File: src/rtl/ctl_setclr_pkg.sv
package ctl_setclr_pkg;
    localparam int DATA_W   = 16;
    localparam int ADDR_W   = 9;
    localparam logic [ADDR_W-1:0] WR_OFS = 9'h09E;
    localparam logic [ADDR_W-1:0] RD_OFS = 9'h010;
    localparam int AUDIO_CH = 4;

    typedef enum logic [1:0] {
        ACC_IDLE  = 2'd0,
        ACC_WRITE = 2'd1,
        ACC_READ  = 2'd2,
        ACC_DROP  = 2'd3
    } acc_e;
endpackage

File: src/rtl/ctl_acc_dec.sv
module ctl_acc_dec
    import ctl_setclr_pkg::*;
#(
    parameter int AW = ADDR_W,
    parameter logic [AW-1:0] WR_ADDR = WR_OFS,
    parameter logic [AW-1:0] RD_ADDR = RD_OFS
) (
    input  logic          stb,
    input  logic          we,
    input  logic [AW-1:0] addr,
    output acc_e          acc
);
    always_comb begin
        if (!stb)
            acc = ACC_IDLE;
        else if (we && addr == WR_ADDR)
            acc = ACC_WRITE;
        else if (!we && addr == RD_ADDR)
            acc = ACC_READ;
        else
            acc = ACC_DROP;
    end
endmodule

File: src/rtl/ctl_bits_store.sv
module ctl_bits_store #(
    parameter int SW = 15
) (
    input  logic          clk,
    input  logic          rst_n,
    input  logic          wr_en,
    input  logic          set_sel,
    input  logic [SW-1:0] mask,
    output logic [SW-1:0] q
);
    for (genvar b = 0; b < SW; b++) begin : g_bit
        logic nxt;
        always_comb begin
            nxt = q[b];
            if (wr_en && mask[b])
                nxt = set_sel;
        end
        always_ff @(posedge clk) begin
            if (!rst_n)
                q[b] <= 1'b0;
            else
                q[b] <= nxt;
        end
    end
endmodule

File: src/rtl/ctl_field_map.sv
module ctl_field_map #(
    parameter int SW  = 15,
    parameter int NCH = 4
) (
    input  logic [SW-1:0]  q,
    input  logic           tx_in,
    output logic           tx_out,
    output logic [1:0]     precomp_code,
    output logic           precomp_mfm,
    output logic           ser_break,
    output logic           sync_word_en,
    output logic           sync_msb_en,
    output logic           disk_fast,
    output logic [NCH-1:0] mod_period_en,
    output logic [NCH-1:0] mod_volume_en
);
    localparam int VOL_LSB = 0;
    localparam int PER_LSB = VOL_LSB + NCH;
    localparam int RATE_B  = PER_LSB + NCH;
    localparam int MSBS_B  = RATE_B + 1;
    localparam int WRDS_B  = MSBS_B + 1;
    localparam int BRK_B   = WRDS_B + 1;
    localparam int TYPE_B  = BRK_B + 1;
    localparam int CODE_B  = TYPE_B + 1;

    for (genvar c = 0; c < NCH; c++) begin : g_chan
        assign mod_volume_en[c] = q[VOL_LSB + c];
        assign mod_period_en[c] = q[PER_LSB + c];
    end

    always_comb begin
        disk_fast    = q[RATE_B];
        sync_msb_en  = q[MSBS_B];
        sync_word_en = q[WRDS_B];
        ser_break    = q[BRK_B];
        precomp_mfm  = q[TYPE_B];
        precomp_code = q[CODE_B +: 2];
        tx_out       = tx_in & ~q[BRK_B];
    end
endmodule

File: src/rtl/ctl_setclr_reg.sv
module ctl_setclr_reg
    import ctl_setclr_pkg::*;
#(
    parameter int DW  = DATA_W,
    parameter int AW  = ADDR_W,
    parameter int NCH = AUDIO_CH
) (
    input  logic           clk,
    input  logic           rst_n,
    input  logic           reg_stb,
    input  logic           reg_we,
    input  logic [AW-1:0]  reg_addr,
    input  logic [DW-1:0]  reg_wdata,
    output logic [DW-1:0]  reg_rdata,
    input  logic           tx_in,
    output logic           tx_out,
    output logic [1:0]     precomp_code,
    output logic           precomp_mfm,
    output logic           ser_break,
    output logic           sync_word_en,
    output logic           sync_msb_en,
    output logic           disk_fast,
    output logic [NCH-1:0] mod_period_en,
    output logic [NCH-1:0] mod_volume_en
);
    localparam int SW = DW - 1;

    acc_e          acc;
    logic [SW-1:0] ctl_q;
    logic          wr_en;

    ctl_acc_dec #(.AW(AW)) u_dec (
        .stb  (reg_stb),
        .we   (reg_we),
        .addr (reg_addr),
        .acc  (acc)
    );

    assign wr_en = (acc == ACC_WRITE);

    ctl_bits_store #(.SW(SW)) u_store (
        .clk     (clk),
        .rst_n   (rst_n),
        .wr_en   (wr_en),
        .set_sel (reg_wdata[DW-1]),
        .mask    (reg_wdata[SW-1:0]),
        .q       (ctl_q)
    );

    always_comb begin
        unique case (acc)
            ACC_READ:  reg_rdata = {1'b0, ctl_q};
            ACC_IDLE,
            ACC_WRITE,
            ACC_DROP:  reg_rdata = '0;
            default:   reg_rdata = '0;
        endcase
    end

    ctl_field_map #(.SW(SW), .NCH(NCH)) u_map (
        .q             (ctl_q),
        .tx_in         (tx_in),
        .tx_out        (tx_out),
        .precomp_code  (precomp_code),
        .precomp_mfm   (precomp_mfm),
        .ser_break     (ser_break),
        .sync_word_en  (sync_word_en),
        .sync_msb_en   (sync_msb_en),
        .disk_fast     (disk_fast),
        .mod_period_en (mod_period_en),
        .mod_volume_en (mod_volume_en)
    );
endmodule

File: config.mk
export PLATFORM = sky130hd
export DESIGN_NAME = ctl_setclr_reg
export DESIGN_NICKNAME = d
export VERILOG_FILES = /design/src/rtl/ctl_setclr_pkg.sv /design/src/rtl/ctl_acc_dec.sv /design/src/rtl/ctl_bits_store.sv /design/src/rtl/ctl_field_map.sv /design/src/rtl/ctl_setclr_reg.sv
export SDC_FILE = /design/constraint.sdc
export NUM_CORES = 1
export LEC_CHECK = 0
export ABC_AREA = 1
export ABC_CLOCK_PERIOD_IN_PS = 2000
export BUFFER_PORTS_ARGS = -buffer_cell sky130_fd_sc_hd__buf_4
export CAP_MARGIN = 10
export CORE_MARGIN = 1.5
export CORE_UTILIZATION = 35
export CTS_BUF_LIST = sky130_fd_sc_hd__clkbuf_2
export CTS_CLUSTER_SIZE = 24
export DETAILED_ROUTE_END_ITERATION = 7
export GPL_TIMING_DRIVEN = 0
export PLACE_DENSITY = 0.69
export SLEW_MARGIN = 30
export SYNTH_ARGS = -nofsm -noshare
export SYNTH_HDL_FRONTEND = slang
export SYNTH_SLANG_ARGS = --single-unit
File: constraint.sdc
create_clock -name clk -period 2 [get_ports clk]
set_clock_uncertainty 0.2 [all_clocks]
set_input_delay 0.5 -clock clk [delete_from_list [all_inputs] [get_ports clk]]
set_output_delay 0.5 -clock clk [all_outputs]
set_load 0.02 [all_outputs]
## Word-level counts from Yosys, hierarchy flattened

Index checks and enable logic that the tools add are counted.

- Bits in registers: 15
- Output and inout port bits: 32

- Equality and inequality tests: 5
- Multiplexer cells: 4
- Bitwise operators: 2
- Reduce and logical (&&, ||, !) cells: 20

Operators with widths:

| operator | number |
|---|---|
| $pmux 16 s2 | 1 |
| $logic_and 1x1->1 | 17 |
| $eq 9x5->1 const B | 1 |
| $eq 9x8->1 const B | 1 |
| $eq 2x2->1 const B | 2 |
| $mux 2 | 2 |
| $reduce_or 3->1 | 1 |
| $eq 2x1->1 const B | 1 |
| $logic_not 2->1 | 1 |
| $and 1x1->1 | 1 |
| $logic_not 1->1 | 1 |
| $mux 1 | 1 |
| $not 1->1 | 1 |

## Logic depth before layout (Yosys ltp)

Gate-level depths: netlist of the first run.

- Depth after elaboration: 8
- Depth in mapped cells: 9

## Hierarchy

A second synthesis of the first run with hierarchy kept.

- Cells, all modules: 180
- Area, all modules: 1036.0 um^2

By module, submodules not included:

| module | instances | cells each | area an instance (um^2) | sequential area each (um^2) |
|---|---|---|---|---|
| ctl_bits_store | 1 | 108 | 659.4 | 300.3 |
| ctl_setclr_reg | 1 | 36 | 173.9 | 0.0 |
| ctl_field_map | 1 | 17 | 122.6 | 0.0 |
| ctl_acc_dec | 1 | 19 | 80.1 | 0.0 |

## Least setup slack after synthesis of the first run

OpenSTA, ideal clock, no wires.

- Path type: input port to output port
- Start point: input reg_addr[1]
- End point: output reg_rdata[10]
- Arrival time: 1422 ps
- Data required time: 1300 ps
- Path slack: -122 ps
- Stages on the path: 4
- Cells stage by stage: nor4_1 -> nand3b_1 -> buf_2 -> nor2_1

- Longest elaborated chain between the ends: 8
- Elaborated cells on any way between the ends: 13

RTL lines:

| what | RTL line | RTL |
|---|---|---|
| start: declaration | ctl_setclr_reg.sv:12 | `input logic [AW-1:0] reg_addr,` |
| $eq 9x5->1 | ctl_acc_dec.sv:18 | `else if (!we && addr == RD_ADDR)` |
| $logic_and 1x1->1 | ctl_acc_dec.sv:18 |  |
| $mux 1 | ctl_acc_dec.sv:18 |  |
| $mux 2 (*) | ctl_acc_dec.sv:16 | `else if (we && addr == WR_ADDR)` |
| $mux 2 (*) | ctl_acc_dec.sv:14 | `if (!stb)` |
| $eq 2x2->1, or another cell as far along | ctl_setclr_reg.sv:51 | `unique case (acc)` |
| $reduce_or 3->1 | ctl_setclr_reg.sv:51 |  |
| $pmux 16 s2 (*) | ctl_setclr_reg.sv:51 |  |
| end: declaration | ctl_setclr_reg.sv:14 | `output logic [DW-1:0] reg_rdata,` |

Every way passes the cells marked *; elsewhere a longest branch is shown, timed or not. The select of a mux whose other input is x is not followed.

## Final worst setup path of the first run

- Start point: input reg_addr[1]
- End point: output reg_rdata[13]

Same word-level chain as after synthesis.

==> flow_summary.json, run 1 <==
{
  "synth_seq_cells": 15,
  "final.setup.worst_slack_ns": -0.1615,
  "mostFrequentLayoutCells": "buf_4 (43), inv_1 (35), nand2_1 (31)",
  "grt_start_max_net_pins": 11,
  "crit_family": "buffers and inverters",
  "gp_congestion": 0.7385,
  "clk_pin_slew_ns": 0.16,
  "ant_nets": 0,
  "viasPerCell": 4.746,
  "totalWireLength_mm": 2.984,
  "antenna_found_initial": 0,
  "port_buffers": 60,
  "endpoint_kind": "output pin",
  "antenna_cells": 0,
  "slew_viol_final": 0,
  "grt_pass1_vias": 1118,
  "crit_type": "in2out",
  "hold_buffers": 0,
  "final_common_cell": "buf_4",
  "hold_class": "in2reg",
  "critPathMaxFanout": 5,
  "synth_nets": 192,
  "path_buf_inv": 4,
  "final_nets": 261,
  "cts_tree": "yes",
  "avgSynthCellArea_sq_um": 5.847,
  "grt_first_pass_wirelength_mm": 4.719,
  "syn_area_sq_um": 947.2,
  "path_cells": "buf_8, nor4_4, nand3b_1, buf_6, buf_12, nor2_4, buf_6",
  "final_area_sq_um": 1740,
  "yosysWarningCount": 0,
  "io-pin-count": 62,
  "max_freq_mhz": 462.6,
  "fin_tns_setup_ns": -2.360,
  "drv_cap": 0,
  "cts_max_path_buffers": 2,
  "vdd_ir_drop_max_uv": 251.7,
  "powerDensity_nw_per_um2": 316.6,
  "synth_area_leaders": "dfxtp_1 (32%), inv_1 (14%), nor2_1 (13%), nand2_1 (12%), nand4_1 (11%)",
  "grt-ovfl-total": 0,
  "finalCritPeriodShare_pct": 108.1,
  "dpl.hpwl_mm": 2.193,
  "fp.dieW_microns": 55.02,
  "clock_sinks": 15,
  "status": "complete, but fails checks",
  "rsz0062_at_grt": "true",
  "syn_inst": 162,
  "placed_area_sq_um": 1516,
  "row_count": 18,
  "p_leak_nw": 0.8046,
  "hold_violations": 0,
  "cts_root_buf": "clkbuf_2",
  "timing.critical_path.mode_cell": "buf_6",
  "die_area_sq_um": 3027,
  "yosysUniqueCellTypes": 14,
  "syn_to_final_growth_pct": 83.75,
  "reg_top3": "u_store.q x15",
  "largest_register_ffs": 15,
  "first_iter_violations": 23,
  "crit_slowest_cell": "nor4_4",
  "cp_slowest_stage_delay_ns": 0.25,
  "die_h_microns": 55.02,
  "core_sq_um": 2522,
  "drc": 0,
  "crit_arrival_ns": 1.46,
  "start_util_pct": 37.55,
  "start_kind": "primary input",
  "insertion_delay_ns": 0.29,
  "violations": "setup timing",
  "grt_use_total_pct": 21.62,
  "yosysSeqAreaShare_pct": 31.70,
  "synth_top_area_cell": "dfxtp_1",
  "synth_top_cell_area_share_pct": 31.70,
  "crit_required_ns": 1.30,
  "final.fill_count": 235,
  "drive_gt1_share_pct": 40.87,
  "vias": 1234,
  "htreeDepth": 1,
  "numCtsBuffers": 3,
  "multi_input_area_sq_um": 591.8,
  "regArea_sq_um": 300.3,
  "period_minus_slack_ns": 2.162,
  "wl_per_cell_microns": 11.48,
  "first_pass_iters": 4,
  "finalSetupViolations": 15,
  "top_register": "u_store.q"
}
-- power by group --
part / switching [W] / internal [W] / total [W]
clock network: 0.000105 / 0.0000453 / 0.000151
logic: 0.0000488 / 0.0000524 / 0.000101
registers: 0.0000000610 / 0.000299 / 0.000299
-- worst paths after layout --
path            startpoint            end  slack [ns]  cells after the start
min reg2reg  u_store.q[12]  u_store.q[12]        0.40                      4
min                  rst_n  u_store.q[12]        0.26                      3
max            reg_addr[1]  reg_rdata[13]       -0.16                      7
max reg2reg  u_store.q[11]  u_store.q[11]        1.08                      4
-- area by class of cell --
cell class / instances / area share [%]
buffer: 10 / 4.385
clock buffer: 3 / 0.8627
clock inverter: 1 / 0.2876
inverter: 35 / 7.549
multi-input combinational: 102 / 34.00
sequential: 15 / 17.25
tap: 30 / 2.157
timing repair buffer: 64 / 33.50
-- worst register-to-register path, cell delays in order (launching register included) --
cell     delay [ns]
dfxtp_1        0.38
inv_1          0.09
nand2_1        0.07
inv_1          0.04
nor2_1         0.09
-- timing repair --
item                       4_1_cts  5_1_grt
setup endpoints to repair       15       15
pin swaps                        6        6
setup buffers                    3        0
cloned                           1        0
resized for setup               36        4
-- cells in the mapped netlist, drive strengths merged --
master,n
dfxtp,15
nand3b,1
inv,35
buf,10
nor4,1
nand2,31
nor2,35
conb,1
nand4,17
nand3,16
-- metrics by stage --
stage          worst slack [ns]  hold WS [ns]  total power (W)  instances  utilization (%)
6_report                -0.1615        0.2561        0.0005510        260            69.00
5_1_grt                 -0.2350        0.2344        0.0005802        260            69.00
4_1_cts                 -0.1704        0.2464        0.0005471        260            68.25
3_5_place_dp            -0.3434        0.3288        0.0003975        252            60.12
3_3_place_gp            -0.3600        0.3203        0.0003956        252            60.12
2_1_floorplan          -0.01312        0.4048        0.0003370        162                -
-- cells by family (layout without fill, tap and decap cells) --
| kind of cell | Yosys count | count (layout) | synth area share [%] |
|---|---|---|---|
| flops | 15 | 15 | 31.70 |
| buf+inv | 45 | 113 | 20.34 |
| simple gates | 101 | 101 | 47.56 |
| other cells | 1 | 1 | 0.3959 |
-- per-layer routing --
| metal | track usage, % | wire, microns | up-vias | part of all wire (%) |
|---|---|---|---|---|
| li1 | - | - | 631 | - |
| met1 | 25.53 | 1207 | 552 | 40 |
| met2 | 38.10 | 1564 | 47 | 52 |
| met3 | 3.226 | 175 | 4 | 5.9 |
| met4 | 10.16 | 36 | 0 | 1.2 |
| met5 | 0 | 0 | - | 0 |
No activity file was read; power rests on OpenSTA's default activity.
==> run 2: changes to the inputs <==
--- a/config.mk
+++ b/config.mk
@@ -6,7 +6,6 @@
 export NUM_CORES = 1
 export LEC_CHECK = 0
 export ABC_AREA = 1
-export ABC_CLOCK_PERIOD_IN_PS = 2000
 export BUFFER_PORTS_ARGS = -buffer_cell sky130_fd_sc_hd__buf_4
 export CAP_MARGIN = 10
 export CORE_MARGIN = 1.5
@@ -15,8 +14,9 @@
 export CTS_CLUSTER_SIZE = 24
 export DETAILED_ROUTE_END_ITERATION = 7
 export GPL_TIMING_DRIVEN = 0
-export PLACE_DENSITY = 0.69
+export PLACE_DENSITY = 0.67
 export SLEW_MARGIN = 30
 export SYNTH_ARGS = -nofsm -noshare
 export SYNTH_HDL_FRONTEND = slang
+export SYNTH_HIERARCHICAL = 1
 export SYNTH_SLANG_ARGS = --single-unit
==> run 2 against run 1 <==
  * Sequential share of layout area shrank 0.48 points
  * Combinational power grew to 2.6 times the previous value
  * Non-clock buffer count grew 9
  * Critical path depth grew 3
  * The flow still finishes with violations (setup timing)
  * Clock-buffer cell count grew 1
  * Global-route usage shrank 5.6 points
  * Sequential cell count is the same
  * Largest cell class unchanged
  * Register-to-register slack is essentially flat
==> flow_summary.json, run 2 <==
{
  "die_h_microns": 57.41,
  "cts_max_path_buffers": 2,
  "critPathMaxFanout": 5,
  "hold_violations": 0,
  "rsz0062_at_grt": "true",
  "final_common_cell": "buf_4",
  "r2r_setup_slack_ns": 1.08,
  "slew_viol_final": 0,
  "utilization_pct": 64.37,
  "gp_congestion": 0.7773,
  "top_register": "u_store/q",
  "grt-ovfl-total": 0,
  "hold_class": "in2reg",
  "dpl.hpwl_mm": 1.843,
  "status": "complete, but fails checks",
  "endpoint_kind": "output pin",
  "multi_input_area_sq_um": 558.0,
  "row_count": 19,
  "ant_nets": 0,
  "vdd_ir_drop_max_uv": 386.6,
  "crit_required_ns": 1.30,
  "largest_register_ffs": 15,
  "period_minus_slack_ns": 2.173,
  "viasPerCell": 4.173,
  "avgSynthCellArea_sq_um": 5.756,
  "finalSetupViolations": 15,
  "die_area_sq_um": 3295,
  "totalWireLength_mm": 2.671,
  "crit_arrival_ns": 1.47,
  "cts_root_buf": "clkbuf_2",
  "p_leak_nw": 0.9392,
  "htreeDepth": 1,
  "crit_slowest_cell": "clkbuf_16",
  "synth-edff-count": 0,
  "synth_nets": 210,
  "io-pin-count": 62,
  "synthTopCellsByCount": "nand2_1 (46), nor2_1 (45), inv_1 (36)",
  "crit_type": "in2out",
  "fp.dieW_microns": 57.41,
  "cts_tree": "yes",
  "grt_first_pass_wirelength_mm": 4.091,
  "drive_gt1_share_pct": 45.34,
  "mostFrequentLayoutCells": "buf_4 (55), nand2_1 (46), inv_1 (35), nor2_1 (35), buf_6 (24)",
  "timing.critical_path.mode_cell": "nor2_2",
  "drv_cap": 0,
  "synth_area_leaders": "dfxtp_1 (29%), nand2_1 (17%), nor2_1 (16%), inv_1 (13%), buf_4 (12%)",
  "first_iter_violations": 27,
  "antenna_cells": 0,
  "start_util_pct": 37.25,
  "synth_top_area_cell": "dfxtp_1",
  "finalCritPeriodShare_pct": 108.6,
  "clk_pin_slew_ns": 0.16,
  "hold_end": "u_store/q[14]",
  "fin_total_pwr_w": 0.0007436,
  "start_kind": "primary input",
  "final_nets": 278,
  "grt_start_max_net_pins": 11,
  "path_cells": "buf_6, nor2_4, nand3_2, nor2_2, nor2_1, inv_2, nand2_4, clkbuf_16, nor2_2, buf_4",
  "insertion_delay_ns": 0.28,
  "yosysMostFrequentCell": "nand2_1",
  "grt_pass1_vias": 935,
  "yosysSeqAreaShare_pct": 28.99,
  "drc": 0,
  "max_freq_mhz": 460.3,
  "hold_buffers": 0,
  "synthArstFlopShare_pct": 0,
  "antenna_found_initial": 0,
  "final.setup.worst_slack_ns": -0.1727,
  "syn_inst": 180,
  "pre_cts_slack_ns": -0.2360,
  "synth_seq_cells": 15,
  "clock_sinks": 15,
  "r2r-end": "u_store/q[11]",
  "yosysUniqueCellTypes": 12,
  "syn_to_final_growth_pct": 72.83,
  "final.fill_count": 260,
  "min_delay_path_depth": 3,
  "regArea_sq_um": 300.3,
  "cp_slowest_stage_delay_ns": 0.18,
  "reg_top3": "u_store/q x15",
  "r2r_start": "u_store/q[11]",
  "ff2ff_path_depth": 4,
  "syn_area_sq_um": 1036,
  "synth_top_cell_area_share_pct": 28.99,
  "port_buffers": 60,
  "min_from": "rst_n",
  "yosysWarningCount": 6,
  "powerDensity_nw_per_um2": 415.3,
  "ys_dominant_reg_cell": "dfxtp_1",
  "vias": 1160,
  "core_sq_um": 2781,
  "grt_use_total_pct": 15.98,
  "numCtsBuffers": 3,
  "wl_per_cell_microns": 9.608,
  "violations": "setup timing",
  "first_pass_iters": 4
}
[run 2: changes by cell type after synthesis, sizes merged]
cell,delta
nor4,-1
nand3b,-1
nor2,+22
buf,+10
inv,+1
nand4,-16
nand2,+16
nand3,-13
[run 2: timing repair]
item                                    CTS  global route
resized for setup                        25            28
cloned                                    0             1
endpoints found under the setup margin   15            15
pin swaps                                 0             4
setup buffers                             2             0
[run 2: stage by stage]
step / instance area, sq um / hold slack, ns / TNS, ns / cells
2_1_floorplan: 1036 / 0.3023 / 0 / 180
3_3_place_gp: 1525 / 0.3207 / -3.174 / 271
3_5_place_dp: 1525 / 0.3203 / -3.272 / 271
4_1_cts: 1653 / 0.2461 / -1.842 / 277
5_1_grt: 1790 / 0.2114 / -3.482 / 278
6_report: 1790 / 0.2625 / -2.218 / 278
[run 2: how the worst max path moves through the flow]
| stage | from | endpoint | cells after the start |
|---|---|---|---|
| floorplan | reg_addr[0] | reg_rdata[10] | 8 |
| finish | reg_addr[8] | reg_rdata[7] | 10 |
| CTS | reg_addr[8] | reg_rdata[11] | 10 |
| global route | reg_addr[8] | reg_rdata[7] | 10 |
| detailed placement | reg_addr[8] | reg_rdata[2] | 10 |
| global placement | reg_addr[1] | reg_rdata[2] | 10 |
[run 2: where the power goes]
| part | switching [W] | total [W] | internal [W] |
|---|---|---|---|
| Combinational | 0.000130 | 0.000266 | 0.000136 |
| Clock | 0.0000978 | 0.000151 | 0.0000530 |
| Sequential | 0.0000119 | 0.000327 | 0.000315 |
| Total | 0.000240 | 0.000744 | 0.000504 |
[run 2: layout make-up]
class,count,share of cell area [%]
buffer,20,9.015
inverter,36,7.547
timing repair buffer,63,32.22
clock buffer,4,1.118
multi-input combinational,109,31.17
sequential,15,16.77
tap,31,2.166
[run 2: cell families (layout without fill, tap and decap cells)]
group                  after synthesis  in the layout  synth area share [%]
and+or+nand+nor                    108            108                 42.87
other                                1              1                0.3620
buffers and inverters               56            123                 27.78
DFF                                 15             15                 28.99
[run 2: critical path: cells and delay by family]
family        cells  cell delay [ns]
simple gates      6             0.50
buf+inv           4             0.49
[run 2: layer usage]
layer / vias up / global-route usage [%] / wire length [microns]
met3: 2 / 4.535 / 139
met4: 0 / 5.980 / 19
li1: 623 / - / -
met1: 505 / 20.03 / 1159
met2: 30 / 25.97 / 1351
met5: - / 0 / 0
==> run 3: changes to the inputs <==
--- a/config.mk
+++ b/config.mk
@@ -8,13 +8,15 @@
 export ABC_AREA = 1
 export BUFFER_PORTS_ARGS = -buffer_cell sky130_fd_sc_hd__buf_4
 export CAP_MARGIN = 10
+export CELL_PAD_IN_SITES_DETAIL_PLACEMENT = 1
+export CELL_PAD_IN_SITES_GLOBAL_PLACEMENT = 2
 export CORE_MARGIN = 1.5
-export CORE_UTILIZATION = 35
-export CTS_BUF_LIST = sky130_fd_sc_hd__clkbuf_2
+export CORE_UTILIZATION = 20
+export CTS_BUF_LIST = sky130_fd_sc_hd__clkbuf_8
 export CTS_CLUSTER_SIZE = 24
 export DETAILED_ROUTE_END_ITERATION = 7
 export GPL_TIMING_DRIVEN = 0
-export PLACE_DENSITY = 0.67
+export PLACE_DENSITY_LB_ADDON = 0.1
 export SLEW_MARGIN = 30
 export SYNTH_ARGS = -nofsm -noshare
 export SYNTH_HDL_FRONTEND = slang
==> run 3 against run 2 <==
  * The flow still finishes with violations (setup timing)
  * Die area increased by 71%
  * Combinational power increased by 3%
  * Sequential share of layout area decreased by 0.72 points
  * Worst setup slack got worse by 0.011 ns
==> flow_summary.json, run 3 (same netlist as run 2, synthesis figures left out) <==
{
  "mostFrequentLayoutCells": "buf_4 (60), nand2_1 (45), inv_1 (34), nor2_1 (34), buf_6 (18)",
  "htreeDepth": 1,
  "cts_tree": "yes",
  "max_freq_mhz": 457.9,
  "crit_arrival_ns": 1.48,
  "timing.critical_path.mode_cell": "buf_6",
  "hold_class": "in2reg",
  "endpoint_kind": "output pin",
  "final.setup.worst_slack_ns": -0.1840,
  "syn_to_final_growth_pct": 80.56,
  "hold_violations": 0,
  "path_cells": "buf_6, nand2_2, inv_1, nand3_1, nor2_1, nor2_2, nand2_4, buf_12, nor2_4, buf_6",
  "die_area_sq_um": 5621,
  "totalWireLength_mm": 3.197,
  "grt_first_pass_wirelength_mm": 4.705,
  "path_depth": 10,
  "rsz0062_at_grt": "true",
  "r2r-end": "u_store/q[11]",
  "pre_cts_slack_ns": -0.2863,
  "final_common_cell": "buf_4",
  "crit_type": "in2out",
  "critical_path.startpoint": "reg_addr[2]",
  "viasPerCell": 3.676,
  "cts_max_path_buffers": 2,
  "p_leak_nw": 0.9545,
  "reg_top3": "u_store/q x15",
  "crit_family": "simple AND/OR/NAND/NOR gates",
  "drc": 0,
  "largest_register_ffs": 15,
  "clk_pin_slew_ns": 0.07,
  "drive_gt1_share_pct": 46.77,
  "first_pass_iters": 4,
  "top_register": "u_store/q",
  "holdWs_ns": 0.3194,
  "grt_pass1_vias": 1062,
  "start_util_pct": 20.55,
  "vias": 1169,
  "finalCritPeriodShare_pct": 109.2,
  "layout.cells.non_filler": 318,
  "crit_required_ns": 1.30,
  "fin_tns_setup_ns": -2.305,
  "cts_root_buf": "clkbuf_8",
  "powerDensity_nw_per_um2": 456.0,
  "grt_start_max_net_pins": 11,
  "endpoint": "reg_rdata[1]",
  "grt_use_total_pct": 11.15,
  "antenna_found_initial": 0,
  "r2r_setup_slack_ns": 1.12,
  "critPathMaxFanout": 5,
  "start_kind": "primary input",
  "dpl.hpwl_mm": 2.237,
  "ant_nets": 0,
  "final.fill_count": 645,
  "wl_per_cell_microns": 10.05,
  "first_iter_violations": 26,
  "fp.dieW_microns": 74.97,
  "finalSetupViolations": 15,
  "crit_slowest_cell": "nor2_2",
  "clock_sinks": 15,
  "antenna_cells": 0,
  "r2r_start": "u_store/q[11]",
  "gp_congestion": 0.6926,
  "status": "complete, but fails checks",
  "period_minus_slack_ns": 2.184,
  "hold_buffers": 0,
  "drv_cap": 0,
  "die_h_microns": 74.97,
  "cp_slowest_stage_delay_ns": 0.17,
  "placed_area_sq_um": 1574,
  "path_buf_inv": 4,
  "row_count": 26,
  "io-pin-count": 62,
  "slew_viol_final": 0,
  "port_buffers": 60,
  "core_sq_um": 5042,
  "regArea_sq_um": 300.3,
  "vdd_ir_drop_max_uv": 200.8,
  "multi_input_area_sq_um": 558.0,
  "dp.cells": 310,
  "final_area_sq_um": 1871,
  "numCtsBuffers": 3,
  "ff2ff_path_depth": 4,
  "final_nets": 279,
  "grt-ovfl-total": 0,
  "violations": "setup timing",
  "insertion_delay_ns": 0.24
}
==> run 3: cell count changes in the layout (fill, tap and decap cells not counted), moves of 2 or more <==
| cell | change |
|---|---|
| clkbuf_2 | -4 |
| buf_6 | -6 |
| buf_4 | +5 |
| clkbuf_8 | +3 |
| nor2_2 | +2 |
==> run 3: area by class of cell <==
| cell class | count | share of cell area (%) |
|---|---|---|
| Clock inverter | 1 | 0.2676 |
| Inverter | 36 | 7.224 |
| Buffer | 20 | 8.629 |
| Clock buffer | 3 | 2.207 |
| Tap cell | 70 | 4.682 |
| Multi-Input combinational cell | 109 | 29.83 |
| Timing Repair Buffer | 64 | 31.10 |
| Sequential cell | 15 | 16.05 |
==> run 3: timing repair <==
item	4_1_cts	5_1_grt
endpoints found under the setup margin	15	25
pin swaps	2	5
resized for setup	28	23
setup buffers	2	1
cloned	0	1
==> run 3: through the flow <==
step	power, W	utilization, %
2_1_floorplan	0.0004588	-
3_3_place_gp	0.0005618	31.22
3_5_place_dp	0.0005630	31.22
4_1_cts	0.0008426	34.71
5_1_grt	0.0009028	37.10
6_report	0.0008529	37.10
==> run 3: worst min path at each step <==
stage / start / end / slack (ns) / cells past startpoint
after floorplan: u_store/q[0] / u_store/q[0] / 0.30 / 4
after global placement: u_store/q[10] / u_store/q[10] / 0.33 / 4
after detailed placement: u_store/q[7] / u_store/q[7] / 0.33 / 4
after CTS: rst_n / u_store/q[10] / 0.32 / 3
after global routing: rst_n / u_store/q[10] / 0.33 / 3
final: rst_n / u_store/q[10] / 0.32 / 3
==> run 3: report_power, final <==
group	total [W]	switching, W	internal (W)
sequential	0.000327	0.0000123	0.000315
combinational	0.000273	0.000134	0.000139
clock	0.000253	0.000115	0.000138
total	0.000853	0.000261	0.000591
==> run 3: per-layer routing <==
metal	vias to the layer above	track usage [%]	wire (microns)
met5	-	0	0
met4	0	3.636	22
met3	2	1.606	126
met2	27	19.57	1651
met1	516	13.97	1396
li1	624	-	-
==> run 3: tightest hold or removal path: cells and delay by family <==
kind                   cells  cell delay (ns)
AND/OR/NAND/NOR            2             0.09
buffers and inverters      1             0.13
